## src/rtl/ivs_pkg.sv

```systemverilog
package ivs_pkg;
  localparam int BYTE_W = 8;
  localparam logic [BYTE_W-1:0] CALL_OPCODE = 8'hCD;

  typedef enum logic [1:0] {
    PH_IDLE  = 2'd0,
    PH_ONE   = 2'd1,
    PH_TWO   = 2'd2,
    PH_THREE = 2'd3
  } ph_e;
endpackage

```

## src/rtl/ivs_ack_edge.sv

```systemverilog
module ivs_ack_edge (
  input  logic clk,
  input  logic rst,
  input  logic ack_i,
  output logic rise_o,
  output logic fall_o
);
  logic ack_q;

  always_ff @(posedge clk) begin
    if (rst) ack_q <= 1'b0;
    else     ack_q <= ack_i;
  end

  assign rise_o = ack_i & ~ack_q;
  assign fall_o = ~ack_i & ack_q;
endmodule

```

## src/rtl/ivs_phase_ctr.sv

```systemverilog
module ivs_phase_ctr
  import ivs_pkg::*;
#(
  parameter int LVL_W = 3
) (
  input  logic             clk,
  input  logic             rst,
  input  logic             reinit,
  input  logic             rise_i,
  input  logic             fall_i,
  input  logic             ptr_mode_i,
  input  logic [LVL_W-1:0] level_i,
  output ph_e              ph_nxt_o,
  output logic             mode_eff_o,
  output logic             mode_o,
  output logic             start_o,
  output logic             last_o,
  output logic [LVL_W-1:0] lvl_o
);
  ph_e              phase_q;
  logic             mode_q;
  logic [LVL_W-1:0] lvl_q;
  logic             is_final;

  always_comb begin
    unique case (phase_q)
      PH_IDLE: ph_nxt_o = PH_ONE;
      PH_ONE:  ph_nxt_o = PH_TWO;
      default: ph_nxt_o = PH_THREE;
    endcase
  end

  assign mode_eff_o = (phase_q == PH_IDLE) ? ptr_mode_i : mode_q;
  assign is_final   = (phase_q == PH_THREE) || ((phase_q == PH_TWO) && mode_q);
  assign start_o    = rise_i && (phase_q == PH_IDLE);
  assign last_o     = fall_i && is_final;
  assign mode_o     = mode_q;
  assign lvl_o      = lvl_q;

  always_ff @(posedge clk) begin
    if (rst) begin
      phase_q <= PH_IDLE;
      mode_q  <= 1'b0;
      lvl_q   <= '0;
    end else if (reinit) begin
      phase_q <= PH_IDLE;
    end else if (rise_i) begin
      phase_q <= ph_nxt_o;
      if (phase_q == PH_IDLE) begin
        mode_q <= ptr_mode_i;
        lvl_q  <= level_i;
      end
    end else if (last_o) begin
      phase_q <= PH_IDLE;
    end
  end

  AST_PTR_NO_THIRD: assert property (@(posedge clk) disable iff (rst)
    mode_q |-> (phase_q != PH_THREE));

  AST_LVL_ONLY_AT_START: assert property (@(posedge clk) disable iff (rst)
    !$stable(lvl_q) |-> $past(start_o));

  AST_MODE_ONLY_AT_START: assert property (@(posedge clk) disable iff (rst)
    !$stable(mode_q) |-> $past(start_o));
endmodule

```

## src/rtl/ivs_byte_fmt.sv

```systemverilog
module ivs_byte_fmt
  import ivs_pkg::*;
#(
  parameter int LVL_W = 3,
  localparam int LO_W = BYTE_W - LVL_W - 2
) (
  input  ph_e               ph_i,
  input  logic              ptr_mode_i,
  input  logic              ival4_i,
  input  logic [LO_W-1:0]   base_lo_i,
  input  logic [BYTE_W-1:0] base_hi_i,
  input  logic [LVL_W-1:0]  lvl_i,
  output logic [BYTE_W-1:0] byte_o,
  output logic              has_data_o
);
  localparam int PTR_W = BYTE_W - LVL_W;

  logic [BYTE_W-1:0] lo_byte;

  always_comb begin
    if (ival4_i) lo_byte = {base_lo_i, lvl_i, 2'b00};
    else         lo_byte = {base_lo_i[LO_W-1:1], lvl_i, 3'b000};
  end

  always_comb begin
    byte_o     = '0;
    has_data_o = 1'b0;
    if (ptr_mode_i) begin
      if (ph_i == PH_TWO) begin
        byte_o     = {base_hi_i[BYTE_W-1:BYTE_W-PTR_W], lvl_i};
        has_data_o = 1'b1;
      end
    end else begin
      unique case (ph_i)
        PH_ONE:   begin byte_o = CALL_OPCODE; has_data_o = 1'b1; end
        PH_TWO:   begin byte_o = lo_byte;     has_data_o = 1'b1; end
        PH_THREE: begin byte_o = base_hi_i;   has_data_o = 1'b1; end
        default:  begin byte_o = '0;          has_data_o = 1'b0; end
      endcase
    end
  end
endmodule

```

## src/rtl/intack_vector_seq.sv

```systemverilog
module intack_vector_seq
  import ivs_pkg::*;
#(
  parameter int LVL_W = 3,
  localparam int LO_W = BYTE_W - LVL_W - 2
) (
  input  logic              clk,
  input  logic              rst,
  input  logic              reinit,
  input  logic              ack_i,
  input  logic              ptr_mode_i,
  input  logic              ival4_i,
  input  logic [LO_W-1:0]   base_lo_i,
  input  logic [BYTE_W-1:0] base_hi_i,
  input  logic [LVL_W-1:0]  level_i,
  input  logic              aeoi_i,
  output logic [BYTE_W-1:0] data_o,
  output logic              data_oe_o,
  output logic              freeze_o,
  output logic              eoi_clr_o,
  output logic [LVL_W-1:0]  lvl_o
);
  logic              rise, fall, start, last, mode_eff, mode_q, has_data;
  ph_e               ph_nxt;
  logic [LVL_W-1:0]  lvl_q;
  logic [BYTE_W-1:0] fmt_byte;
  logic [BYTE_W-1:0] data_q;
  logic              oe_q, frz_q, eoi_q;

  ivs_ack_edge u_edge (
    .clk(clk), .rst(rst), .ack_i(ack_i), .rise_o(rise), .fall_o(fall)
  );

  ivs_phase_ctr #(.LVL_W(LVL_W)) u_ctr (
    .clk(clk), .rst(rst), .reinit(reinit), .rise_i(rise), .fall_i(fall),
    .ptr_mode_i(ptr_mode_i), .level_i(level_i), .ph_nxt_o(ph_nxt),
    .mode_eff_o(mode_eff), .mode_o(mode_q), .start_o(start), .last_o(last),
    .lvl_o(lvl_q)
  );

  ivs_byte_fmt #(.LVL_W(LVL_W)) u_fmt (
    .ph_i(ph_nxt), .ptr_mode_i(mode_eff), .ival4_i(ival4_i),
    .base_lo_i(base_lo_i), .base_hi_i(base_hi_i), .lvl_i(lvl_q),
    .byte_o(fmt_byte), .has_data_o(has_data)
  );

  always_ff @(posedge clk) begin
    if (rst || reinit) begin
      data_q <= '0;
      oe_q   <= 1'b0;
      frz_q  <= 1'b0;
      eoi_q  <= 1'b0;
    end else begin
      frz_q <= start;
      eoi_q <= last && aeoi_i;
      if (rise) begin
        data_q <= has_data ? fmt_byte : '0;
        oe_q   <= has_data;
      end else if (fall) begin
        data_q <= '0;
        oe_q   <= 1'b0;
      end
    end
  end

  assign data_o    = data_q;
  assign data_oe_o = oe_q;
  assign freeze_o  = frz_q;
  assign eoi_clr_o = eoi_q;
  assign lvl_o     = lvl_q;

  AST_OE_NEEDS_ACK: assert property (@(posedge clk) disable iff (rst)
    oe_q |-> $past(ack_i));

  AST_FREEZE_SINGLE: assert property (@(posedge clk) disable iff (rst)
    frz_q |=> !frz_q);

  AST_CALL_FIRST_OPCODE: assert property (@(posedge clk) disable iff (rst)
    (frz_q && !mode_q) |-> (data_q == CALL_OPCODE));

  AST_PTR_FIRST_SILENT: assert property (@(posedge clk) disable iff (rst)
    (frz_q && mode_q) |-> !oe_q);

  AST_EOI_NEEDS_AEOI: assert property (@(posedge clk) disable iff (rst)
    eoi_q |-> $past(aeoi_i));

  AST_EOI_SINGLE: assert property (@(posedge clk) disable iff (rst)
    eoi_q |=> !eoi_q);
endmodule

```

## config.mk

```make
export PLATFORM = sky130hd
export DESIGN_NAME = intack_vector_seq
export DESIGN_NICKNAME = d
export VERILOG_FILES = /design/src/rtl/ivs_pkg.sv /design/src/rtl/ivs_ack_edge.sv /design/src/rtl/ivs_phase_ctr.sv /design/src/rtl/ivs_byte_fmt.sv /design/src/rtl/intack_vector_seq.sv
export SDC_FILE = /design/constraint.sdc
export NUM_CORES = 1
export LEC_CHECK = 0
export ABC_CLOCK_PERIOD_IN_PS = 2000
export BUFFER_PORTS_ARGS = -buffer_cell sky130_fd_sc_hd__buf_2
export CORE_MARGIN = 2
export CORE_UTILIZATION = 49
export DETAILED_ROUTE_END_ITERATION = 7
export PLACE_DENSITY = 0.78
export REMOVE_ABC_BUFFERS = 1
export SLEW_MARGIN = 15
export SYNTH_ARGS = -nofsm -noshare
export SYNTH_HDL_FRONTEND = slang
export SYNTH_HIERARCHICAL = 1
export SYNTH_SLANG_ARGS = --single-unit
```

## constraint.sdc

```tcl
create_clock -name clk -period 2 [get_ports clk]
set_input_delay 0.1 -clock clk [delete_from_list [all_inputs] [get_ports clk]]
set_output_delay 0.1 -clock clk [all_outputs]
set_load 0.01 [all_outputs]
```

# Word-level counts from Yosys, hierarchy flattened
# Index checks and enable logic that the tools add are counted.
# classes
n_eq_ne,6
n_mux,16
bitwise_logic,5
n_reduce_logical,13
# op_table
op,n
$mux W8,5
$pmux W8 S3,1
$eq A2 B2 Y1 const B,4
$mux W1,6
$mux W6,1
$eq A2 B1 Y1 const B,2
$logic_and A1 B1 Y1,4
$mux W2,2
$pmux W2 S2,1
$reduce_bool A2 Y1,2
$not A1 Y1,3
$reduce_and A3 Y1,1
$reduce_or A3 Y1,1
$and A1 B1 Y1,2
$logic_not A2 Y1,1
$logic_or A1 B1 Y1,2
$reduce_and A2 Y1,1
$reduce_or A2 Y1,1
# word_totals
register_bits,18
out_inout_bits,14
word_cells,48

# Longest topological paths before layout
# Gate-level depths: netlist (run 1).
# depth
ltp_word,8
ltp_mapped,9
depth_no_buf,7

# Hierarchy
# The synthesis (run 1) kept the hierarchy.
# by_module_without_submodules
module,n_inst,cells_each,area_each_um2,seq_area_each_um2
intack_vector_seq,1,46,427.9,220.2
ivs_phase_ctr,1,33,339.1,120.1
ivs_byte_fmt,1,35,237.7,0.0
ivs_ack_edge,1,4,38.8,20.0

# Least setup slack after synthesis (run 1)
# No wires, ideal clock.
# synth_timing
path_kind,register to register
startpoint,reg u_ctr.phase_q[1]
endpoint,reg data_q[0] (netlist: data_o[0])
t_arrival_ps,1623
required_time_ps,1930
setup_slack_ps,307
path_stages_with_launch,9
n_path_buf,2
cell_sequence,dfxtp_1 -> buf_6 -> nor2_1 -> mux2_2 -> nand2b_1 -> o21ai_1 -> buf_1 -> nand3_1 -> a21oi_1
# synth_rtl
element,line_no,source
start: declaration,ivs_phase_ctr.sv:20,ph_e phase_q;
start signal: assignment,ivs_phase_ctr.sv:48,phase_q <= ph_nxt_o;
$logic_not A2 Y1,ivs_phase_ctr.sv:33,assign mode_eff_o = (phase_q == PH_IDLE) ? ptr_mode_i : mode_q;
$mux W1,-,
named net mode_eff,intack_vector_seq.sv:23,"logic rise, fall, start, last, mode_eff, mode_q, has_data;"
$mux W1,ivs_byte_fmt.sv:28,if (ptr_mode_i) begin
named net has_data,intack_vector_seq.sv:23,
$mux W8,intack_vector_seq.sv:57,data_q <= has_data ? fmt_byte : '0;
$mux W8,intack_vector_seq.sv:56,if (rise) begin
end signal: assignment,intack_vector_seq.sv:57,
end: declaration,intack_vector_seq.sv:27,logic [BYTE_W-1:0] data_q;
# The timed path passes the listed nets, and every way through them passes these cells.
# A chain may end at the register's enable or synchronous reset.

# Worst setup path in the final report (run 1)
# layout_timing
startpoint,reg u_ctr.phase_q[1]
endpoint,reg data_q[3] (netlist: data_o[3])
# layout_rtl
element,line_no,source
$logic_not A2 Y1,ivs_phase_ctr.sv:33,
$mux W1,-,
named net mode_eff,intack_vector_seq.sv:23,
$mux W8,ivs_byte_fmt.sv:28,
named net fmt_byte[3],intack_vector_seq.sv:26,logic [BYTE_W-1:0] fmt_byte;
$mux W8,intack_vector_seq.sv:57,
$mux W8,intack_vector_seq.sv:56,
# The timed path passes the listed nets, and every way through them passes these cells.

==> impl_metrics.tcl, run 1 <==
set metrics [dict create \
    path_delay_family "simple AND/OR/NAND/NOR gates" \
    cts_tree "done" \
    cp_cell_sequence "nor2_2 -> mux2_2 -> nor2_1 -> nand2_1 -> o211ai_2 -> nand3_1 -> a21oi_1" \
    hold_path_depth 2 \
    cts.clk_slew.worst_paths_ns 0.11 \
    cts.sinks 18 \
    diodes 0 \
    drt_wl_total_um 2380 \
    r2r_cells 7 \
    critPathCaptureType "flip-flop" \
    crit_buf_inv 0 \
    grt_max_degree 13 \
    synth_area_per_cell_um2 8.84 \
    yosys-top-cells-area "dfxtp_1 (35%), mux2i_1 (6.7%), or3b_2 (6.7%), nand2b_1 (6.0%), nand3_1 (5.8%)" \
    dr.pass1.iters 4 \
    maxCapViolations 0 \
    drtAntennaViolNets 0 \
    slew_violations 0 \
    fin_setup_tns_ns 0 \
    numCtsBuffers 3 \
    num_rows 16 \
    placedCellCount 177 \
    drive_gt1_share_pct 41.3 \
    finalSetupViolations 0 \
    dp_slack_ns 0.179 \
    clock_latency_ns 0.30 \
    worstSetupPathType "reg -> reg" \
    start_kind "flip-flop" \
    grt_pass1_wl_um 4080 \
    slowest_delay_ns 0.41 \
    hold_violations 0 \
    syn-instance-count 118 \
    initial_utilization_pct 52.7 \
    synth-adder-area-share_pct 0 \
    synth.largest_area_cell "dfxtp_1" \
    leakage_nw 0.553 \
    hp-class "in -> reg" \
    grt_antenna_before_repair 0 \
    fin_crit_sh_pct 91.0 \
    synth_top_family_by_area "simple AND/OR/NAND/NOR gates" \
    port_buffers 34 \
    yosys_register_bits 18 \
    final_core_util_pct 64.6 \
    yosys_warnings 6 \
    area_growth_pct 22.8 \
    h-tree-depth 1 \
    fin_skew_ns 0.00782 \
    synth-simple-area-share_pct 35.1 \
    crit_path_max_fanout 8 \
    synth_compound_area_share_pct 17.5 \
    core_um2 1980 \
    synthXorXnorAreaFrac_pct 0 \
    dp_hpwl_um 1810 \
    syn-cell-area_um2 1040 \
    synth_cell_types 34 \
    grt_pass1_vias 935 \
    outcome "finished clean" \
    yosysSeqAreaShare_pct 34.5 \
    die_w_um 50.1 \
    drc 0 \
    hold_ws_ns 0.0448 \
    io_pins 35 \
    path_depth 7 \
    arrival_ns 2.06 \
    clockBufferDepth 2 \
    vias 981 \
    yosys_most_used_dff "dfxtp_1" \
    grt_setup_unrepaired "no" \
    synth_mux_area_share_pct 7.79 \
    synth_top_area_share_pct 34.5 \
    fin_ws_ns 0.179 \
    required_ns 2.24 \
    ir_drop_uv 391 \
    worst_slew_pin_slew_ns 0.589 \
    nNetsFinal 177 \
    drtIter0Drc 32 \
    grtUsageTotal_pct 21.1 \
    clock.fmax_ghz 0.549 \
    grt_remaining_overflow 0 \
    synthArstFlopShare_pct 0 \
    p_per_area_nw_per_um2 584 \
    min_period_ns 1.82 \
    post_drt_wl_per_cell_um 13.1 \
    root_buffer "clkbuf_4" \
    stdcell_count 182 \
    dieArea_um2 2510 \
    via_per_inst 5.39 \
    max_slew_margin_pct 60.6 \
    gp_congestion 0.829 \
    synth_edf_count 0 \
    die_h_um 50.1 \
    cp_slowest_cell "dfxtp_1" \
]
## power breakdown
| part | leakage (nW) | switching, mW | internal [mW] |
|---|---|---|---|
| logic | 0.386 | 0.0746 | 0.0669 |
| registers | 0.146 | 0.00994 | 0.368 |
| clock network | 0.0210 | 0.118 | 0.111 |
## Yosys cell counts, types with 2 or more instances
library cell  instances
or2_2                 2
inv_1                 3
nand3_1              12
a21oi_1               9
nand2_1               8
buf_6                 2
or3b_1                2
mux2i_1               7
dfxtp_1              18
nand2b_1             10
o211ai_2              3
nor2b_1               3
or3b_2                8
nor2_1                5
o21ai_1               6
and2b_4               2
## kinds of logic (layout without fill, tap and decap cells)
| kind of cell | Yosys count | in the layout |
|---|---|---|
| AOI/OAI and AO/OA | 26 | 26 |
| DFF | 18 | 18 |
| and+or+nand+nor | 57 | 57 |
| buffers and inverters | 9 | 46 |
| muxes | 8 | 8 |
## per-stage QoR
step                total power [mW]  cell area (um2)
floorplan                      0.468             1010
global placement               0.521             1230
detailed placement             0.525             1230
CTS                            0.755             1280
global route                   0.787             1280
finish                         0.749             1280
## flip-flops by register name, summed over array words and instances (netlist names)
signal	cells
u_ctr/phase_q	2
u_edge/ack_q	1
u_ctr/lvl_o	3
u_ctr/mode_o	1
freeze_o	1
data_o	8
eoi_clr_o	1
data_oe_o	1
## final cells by class
type,count,area (um2)
tap,27,33.8
multi-input combinational,91,633
inverter,4,15.0
clock buffer,4,36.3
fill,177,701
sequential,18,360
timing repair buffer,38,203
## worst paths after layout
kind	from	endpoint	slack, ns
setup / recovery	u_ctr/phase_q[1]$_SDFFE_PP0P_	data_o[3]$_SDFFE_PP0P_	0.18
setup reg to reg	u_ctr/phase_q[1]$_SDFFE_PP0P_	data_o[3]$_SDFFE_PP0P_	0.18
hold / removal	ack_i	u_edge/ack_q$_SDFF_PP0_	0.04
hold reg to reg	u_ctr/mode_o$_SDFFE_PP0P_	u_ctr/mode_o$_SDFFE_PP0P_	0.50
## per-layer routing
metal	share of wire, %	global-route usage (%)	routed length, um	up-vias
li1	-	-	-	493
met1	43	24.3	1020	443
met2	48	35.5	1150	41
met3	7.2	4.46	171	4
met4	1.4	13.0	33	0
met5	0	0	0	-
## what timing repair did
| item | in CTS | in global routing |
|---|---|---|
| hold endpoints to repair | 1 | 0 |
| setup buffers | 0 | 0 |
| hold buffers | 1 | 0 |
| gates resized for setup | 0 | 1 |
| setup endpoints to repair | 0 | 1 |
## cells in the final DEF (no fill, tap or decap), types with 2 or more instances in the layout
master / n
a21oi_1: 9
and2b_4: 2
or2_2: 2
nand2_1: 8
or3b_1: 2
or3b_2: 8
buf_4: 3
nor2_1: 4
clkbuf_4: 3
mux2i_1: 7
nand2b_1: 10
nand3_1: 12
o211ai_2: 3
dfxtp_1: 18
inv_1: 3
nor2b_1: 3
buf_2: 34
o21ai_1: 6
(Power assumes the default switching activity.)
==> inputs of run 2 (changes only) <==
Settings changed: CELL_PAD_IN_SITES_DETAIL_PLACEMENT set to 2, CELL_PAD_IN_SITES_GLOBAL_PLACEMENT set to 2, CORE_UTILIZATION 49 to 28.
==> run 2 against run 1 <==
  * Wire length is 35% higher
  * Sequential share of layout area is 0.75 points lower
  * Critical path depth is the same
  * Die area grew 68%
  * Largest power group unchanged
  * Fmax fell by 2.6%
  * Worst hold slack improved by 0.025 ns
  * First-iteration DRC count increased by 56%
  * Register-to-register slack lost 0.05 ns
==> impl_metrics.tcl, run 2 (synthesis gave the netlist of run 1 again) <==
set metrics [dict create \
    outcome "finished clean" \
    area_growth_pct 26.1 \
    min_period_ns 1.87 \
    drive_gt1_share_pct 42.9 \
    final_common_cell "buf_2" \
    total_power_mw 0.771 \
    cp_slowest_cell "dfxtp_1" \
    fin_skew_ns 0.00420 \
    hp-class "in -> reg" \
    initial_utilization_pct 28.7 \
    numCtsBuffers 3 \
    port_buffers 34 \
    dieArea_um2 4230 \
    layout_common_cells "buf_2 (34), dfxtp_1 (18), nand3_1 (12), nand2b_1 (10), a21oi_1 (9)" \
    vias 1016 \
    fin_crit_sh_pct 93.4 \
    clock.fmax_ghz 0.535 \
    grt_antenna_before_repair 0 \
    max_slew_margin_pct 72.6 \
    die_w_um 65.0 \
    critPathCaptureType "flip-flop" \
    drtAntennaViolNets 0 \
    grt_pass1_wl_um 5290 \
    maxCapViolations 0 \
    core_um2 3630 \
    clockBufferDepth 2 \
    p_per_area_nw_per_um2 586 \
    die_h_um 65.0 \
    start_kind "flip-flop" \
    leakage_nw 0.557 \
    root_buffer "clkbuf_8" \
    hold_violations 0 \
    drt_wl_total_um 3220 \
    dr.pass1.iters 4 \
    ir_drop_uv 358 \
    worst_slew_pin_slew_ns 0.409 \
    cts.sinks 18 \
    drtIter0Drc 50 \
    io_pins 35 \
    grt_max_degree 22 \
    cts.clk_slew.worst_paths_ns 0.07 \
    dp_hpwl_um 2540 \
    grt_remaining_overflow 0 \
    gp_congestion 0.792 \
    slew_violations 0 \
    drc 0 \
    cp_cell_sequence "nor2_2 -> mux2_2 -> and2b_4 -> o211ai_2 -> o21ai_1 -> nand3_1 -> a21oi_1" \
    path_delay_family "simple AND/OR/NAND/NOR gates" \
    diodes 0 \
    clock_latency_ns 0.25 \
    arrival_ns 2.05 \
    grt_pass1_vias 1089 \
    crit_buf_inv 0 \
    grtUsageTotal_pct 16.4 \
    fin_setup_tns_ns 0 \
    worstSetupPathType "reg -> reg" \
    required_ns 2.18 \
    grt_setup_unrepaired "no" \
    post_drt_wl_per_cell_um 15.9 \
    slowest_delay_ns 0.40 \
    via_per_inst 5.03 \
    cts_tree "done" \
    largest_register_ff_count 8 \
    nNetsFinal 177 \
    num_rows 22 \
    crit_path_max_fanout 8 \
    h-tree-depth 1 \
    finalSetupViolations 0 \
]
run 2: cell types whose count changed in the layout (fill, tap and decap cells not counted):
cell,delta
o21ai_1,-1
o21ai_2,+1
clkbuf_8,+2
nor2_2,+1
dlygate4sd3_1,-1
nor2_1,-1
buf_4,+1
clkbuf_4,-3
run 2: repair_timing:
action / CTS / global route
endpoints found under the setup margin: 1 / 9
buffers inserted: 0 / 0
resized for setup: 1 / 2
hold buffers: 0 / 0
run 2: final timing paths:
check                           cells past startpoint  slack (ns)                   endpoint                           from
worst max-delay path                                7        0.13     data_o[5]$_SDFFE_PP0P_  u_ctr/phase_q[0]$_SDFFE_PP0P_
worst max register to register                      7        0.13     data_o[5]$_SDFFE_PP0P_  u_ctr/phase_q[0]$_SDFFE_PP0P_
worst min register to register                      2        0.54  u_ctr/mode_o$_SDFFE_PP0P_      u_ctr/mode_o$_SDFFE_PP0P_
worst min-delay path                                3        0.07       eoi_clr_o$_SDFF_PP0_                         aeoi_i
run 2: report_power, final:
group	internal, mW	total, mW	switching [mW]
registers	0.369	0.379	0.0101
logic	0.0650	0.146	0.0814
clock network	0.134	0.246	0.112
run 2: through the flow:
| step | util [%] | instance area, um2 | hold slack (ns) | setup slack (ns) | cells |
|---|---|---|---|---|---|
| 2_1_floorplan | - | 1010 | 0.172 | 0.323 | 113 |
| 3_3_place_gp | 34.8 | 1270 | 0.340 | 0.104 | 199 |
| 3_5_place_dp | 34.8 | 1270 | 0.338 | 0.0469 | 199 |
| 4_1_cts | 36.1 | 1310 | 0.0683 | 0.0492 | 202 |
| 5_1_grt | 36.2 | 1320 | 0.0789 | 0.000968 | 202 |
| 6_report | 36.2 | 1320 | 0.0698 | 0.131 | 202 |
run 2: worst register-to-register path: cells and delay by family (launching register included):
kind	cells	cell delay, ns
AO/OA/AOI/OAI	3	0.38
AND/OR/NAND/NOR	3	0.62
multiplexers	1	0.40
flip-flops	1	0.40
run 2: cell type report:
cell class              instances  area [um2]
clock buffers                   3        41.3
flip-flops and latches         18         360
inverters                       4        15.0
fillers                       443        2320
well taps                      48        60.1
repair buffers                 38         200
multi-input cells              91         639
run 2: metal layers:
metal	track usage [%]	wire length [um]	up-vias	part of all wire, %
met4	2.34	11	0	0.34
met1	17.3	1260	502	39
met5	0	0	-	0
li1	-	-	492	-
met2	32.9	1810	20	56
met3	4.17	148	2	4.6
==> inputs of run 3 (changes only) <==
Settings changed: GPL_TIMING_DRIVEN set to 0.
==> run 3 against run 2 <==
  * Via count is 2.6% lower
  * Count of clock-buffer cells in the layout is 1 higher
  * Non-clock buffer count is 3 lower
  * Die area stayed put
  * Power is 7.0% higher
  * Wire length is 4.2% lower
  * Flip-flop and latch count stayed put
  * Worst hold slack better by 0.0076 ns
  * Critical endpoint is now data_o[3]$_SDFFE_PP0P_
  * Largest cell class unchanged
==> impl_metrics.tcl, run 3 (synthesis gave the netlist of run 1 again) <==
set metrics [dict create \
    outcome "finished clean" \
    num_rows 22 \
    p_per_area_nw_per_um2 623 \
    crit_path_max_fanout 7 \
    clock_latency_ns 0.25 \
    area_growth_pct 27.0 \
    rr_startpoint "u_ctr/phase_q[0]$_SDFFE_PP0P_" \
    drtAntennaViolNets 0 \
    worst_slew_pin_slew_ns 0.733 \
    nNetsFinal 174 \
    cts.clk_slew.worst_paths_ns 0.08 \
    required_ns 2.18 \
    reg2reg_slack_ns 0.15 \
    port_buffers 34 \
    finalSetupViolations 0 \
    cts_tree "done" \
    grt_antenna_before_repair 0 \
    grt_pass1_vias 1052 \
    core_um2 3630 \
    grt_remaining_overflow 0 \
    fin_ws_ns 0.149 \
    dieArea_um2 4230 \
    hp-class "in -> reg" \
    timing.critical_path.from "u_ctr/phase_q[0]$_SDFFE_PP0P_" \
    grtUsageTotal_pct 15.3 \
    cts.sinks 18 \
    drive_gt1_share_pct 45.4 \
    slew_violations 0 \
    drtIter0Drc 25 \
    fin_setup_tns_ns 0 \
    worstSetupPathType "reg -> reg" \
    clock.fmax_ghz 0.540 \
    ir_drop_uv 303 \
    dp_hpwl_um 2250 \
    min-delay-start "aeoi_i" \
    dp_slack_ns -0.136 \
    grt_max_degree 22 \
    fin_crit_sh_pct 92.5 \
    cts_hold_buf 0 \
    fin_skew_ns 0.00456 \
    total_power_mw 0.825 \
    via_per_inst 4.95 \
    numCtsBuffers 3 \
    diodes 0 \
    die_h_um 65.0 \
    critPathCaptureType "flip-flop" \
    final_common_cell "buf_2" \
    drc 0 \
    hold_violations 0 \
    dr.pass1.iters 4 \
    leakage_nw 0.552 \
    final_core_util_pct 36.5 \
    placedCellCount 195 \
    stdcell_count 200 \
    r2r-end "data_o[3]$_SDFFE_PP0P_" \
    die_w_um 65.0 \
    post_drt_wl_per_cell_um 15.4 \
    initial_utilization_pct 28.7 \
    root_buffer "clkbuf_8" \
    min_period_ns 1.85 \
    arrival_ns 2.03 \
    largest_register_ff_count 8 \
    start_kind "flip-flop" \
    max_slew_margin_pct 50.9 \
    drt_wl_total_um 3090 \
    endpoint "data_o[3]$_SDFFE_PP0P_" \
    vias 990 \
    io_pins 35 \
    r2r_cells 7 \
    grt_pass1_wl_um 5040 \
    gp_congestion 0.907 \
    layout_common_cells "buf_2 (34), dfxtp_1 (16), nand3_1 (12), nand2b_1 (10)" \
    h-tree-depth 1 \
    maxCapViolations 0 \
    clockBufferDepth 2 \
]
## run 3: changes by cell type in the layout (fill, tap and decap cells not counted), sizes merged
cell / change
buf: -3
clkbuf: +1
## run 3: through the flow
step | cell area (um2) | hold WS (ns)
floorplan | 1010 | 0.172
global placement | 1240 | 0.343
finish | 1330 | 0.0774
global route | 1330 | 0.0947
detailed placement | 1240 | 0.344
CTS | 1300 | 0.0696
## run 3: repair_timing
item | in CTS | in global routing
resized for setup | 3 | 6
setup endpoints to repair | 10 | 9
pin swaps | 0 | 1
buffers inserted | 0 | 1
hold endpoints to repair | 0 | 0
## run 3: per-layer routing
metal | up-vias | track usage, % | wire length (um)
met2 | 18 | 28.1 | 1710
met4 | 0 | 2.34 | 0
met1 | 484 | 18.9 | 1270
met5 | - | 0 | 0
li1 | 488 | - | -
met3 | 0 | 2.78 | 104
## run 3: worst min-delay path by stage
stage	end	slack (ns)	depth (start not counted)
final	eoi_clr_o$_SDFF_PP0_	0.08	3
after global routing	eoi_clr_o$_SDFF_PP0_	0.09	3
after CTS	eoi_clr_o$_SDFF_PP0_	0.07	3
after detailed placement	eoi_clr_o$_SDFF_PP0_	0.34	3
after global placement	u_edge/ack_q$_SDFF_PP0_	0.34	2
after floorplan	u_edge/ack_q$_SDFF_PP0_	0.17	1
## run 3: final cells by class
type | instances | area (um2)
clock buffer | 4 | 55.1
fill | 441 | 2310
inverter | 4 | 15.0
multi-input combinational | 91 | 654
sequential | 18 | 363
tap | 48 | 60.1
timing repair buffer | 35 | 178
## run 3: power breakdown
| group | leakage (nW) | internal (mW) | total, mW | switching (mW) |
|---|---|---|---|---|
| logic | 0.376 | 0.0628 | 0.142 | 0.0792 |
| clock network | 0.0288 | 0.175 | 0.304 | 0.129 |
| registers | 0.147 | 0.369 | 0.379 | 0.0106 |
## run 3: critical path, stage by stage (launching register included)
cell,delay (ns)
dfxtp_2,0.38
nor2_2,0.17
mux2_2,0.41
nor2_4,0.17
nand2_1,0.16
o211ai_2,0.22
nand3_1,0.10
a21oi_1,0.17
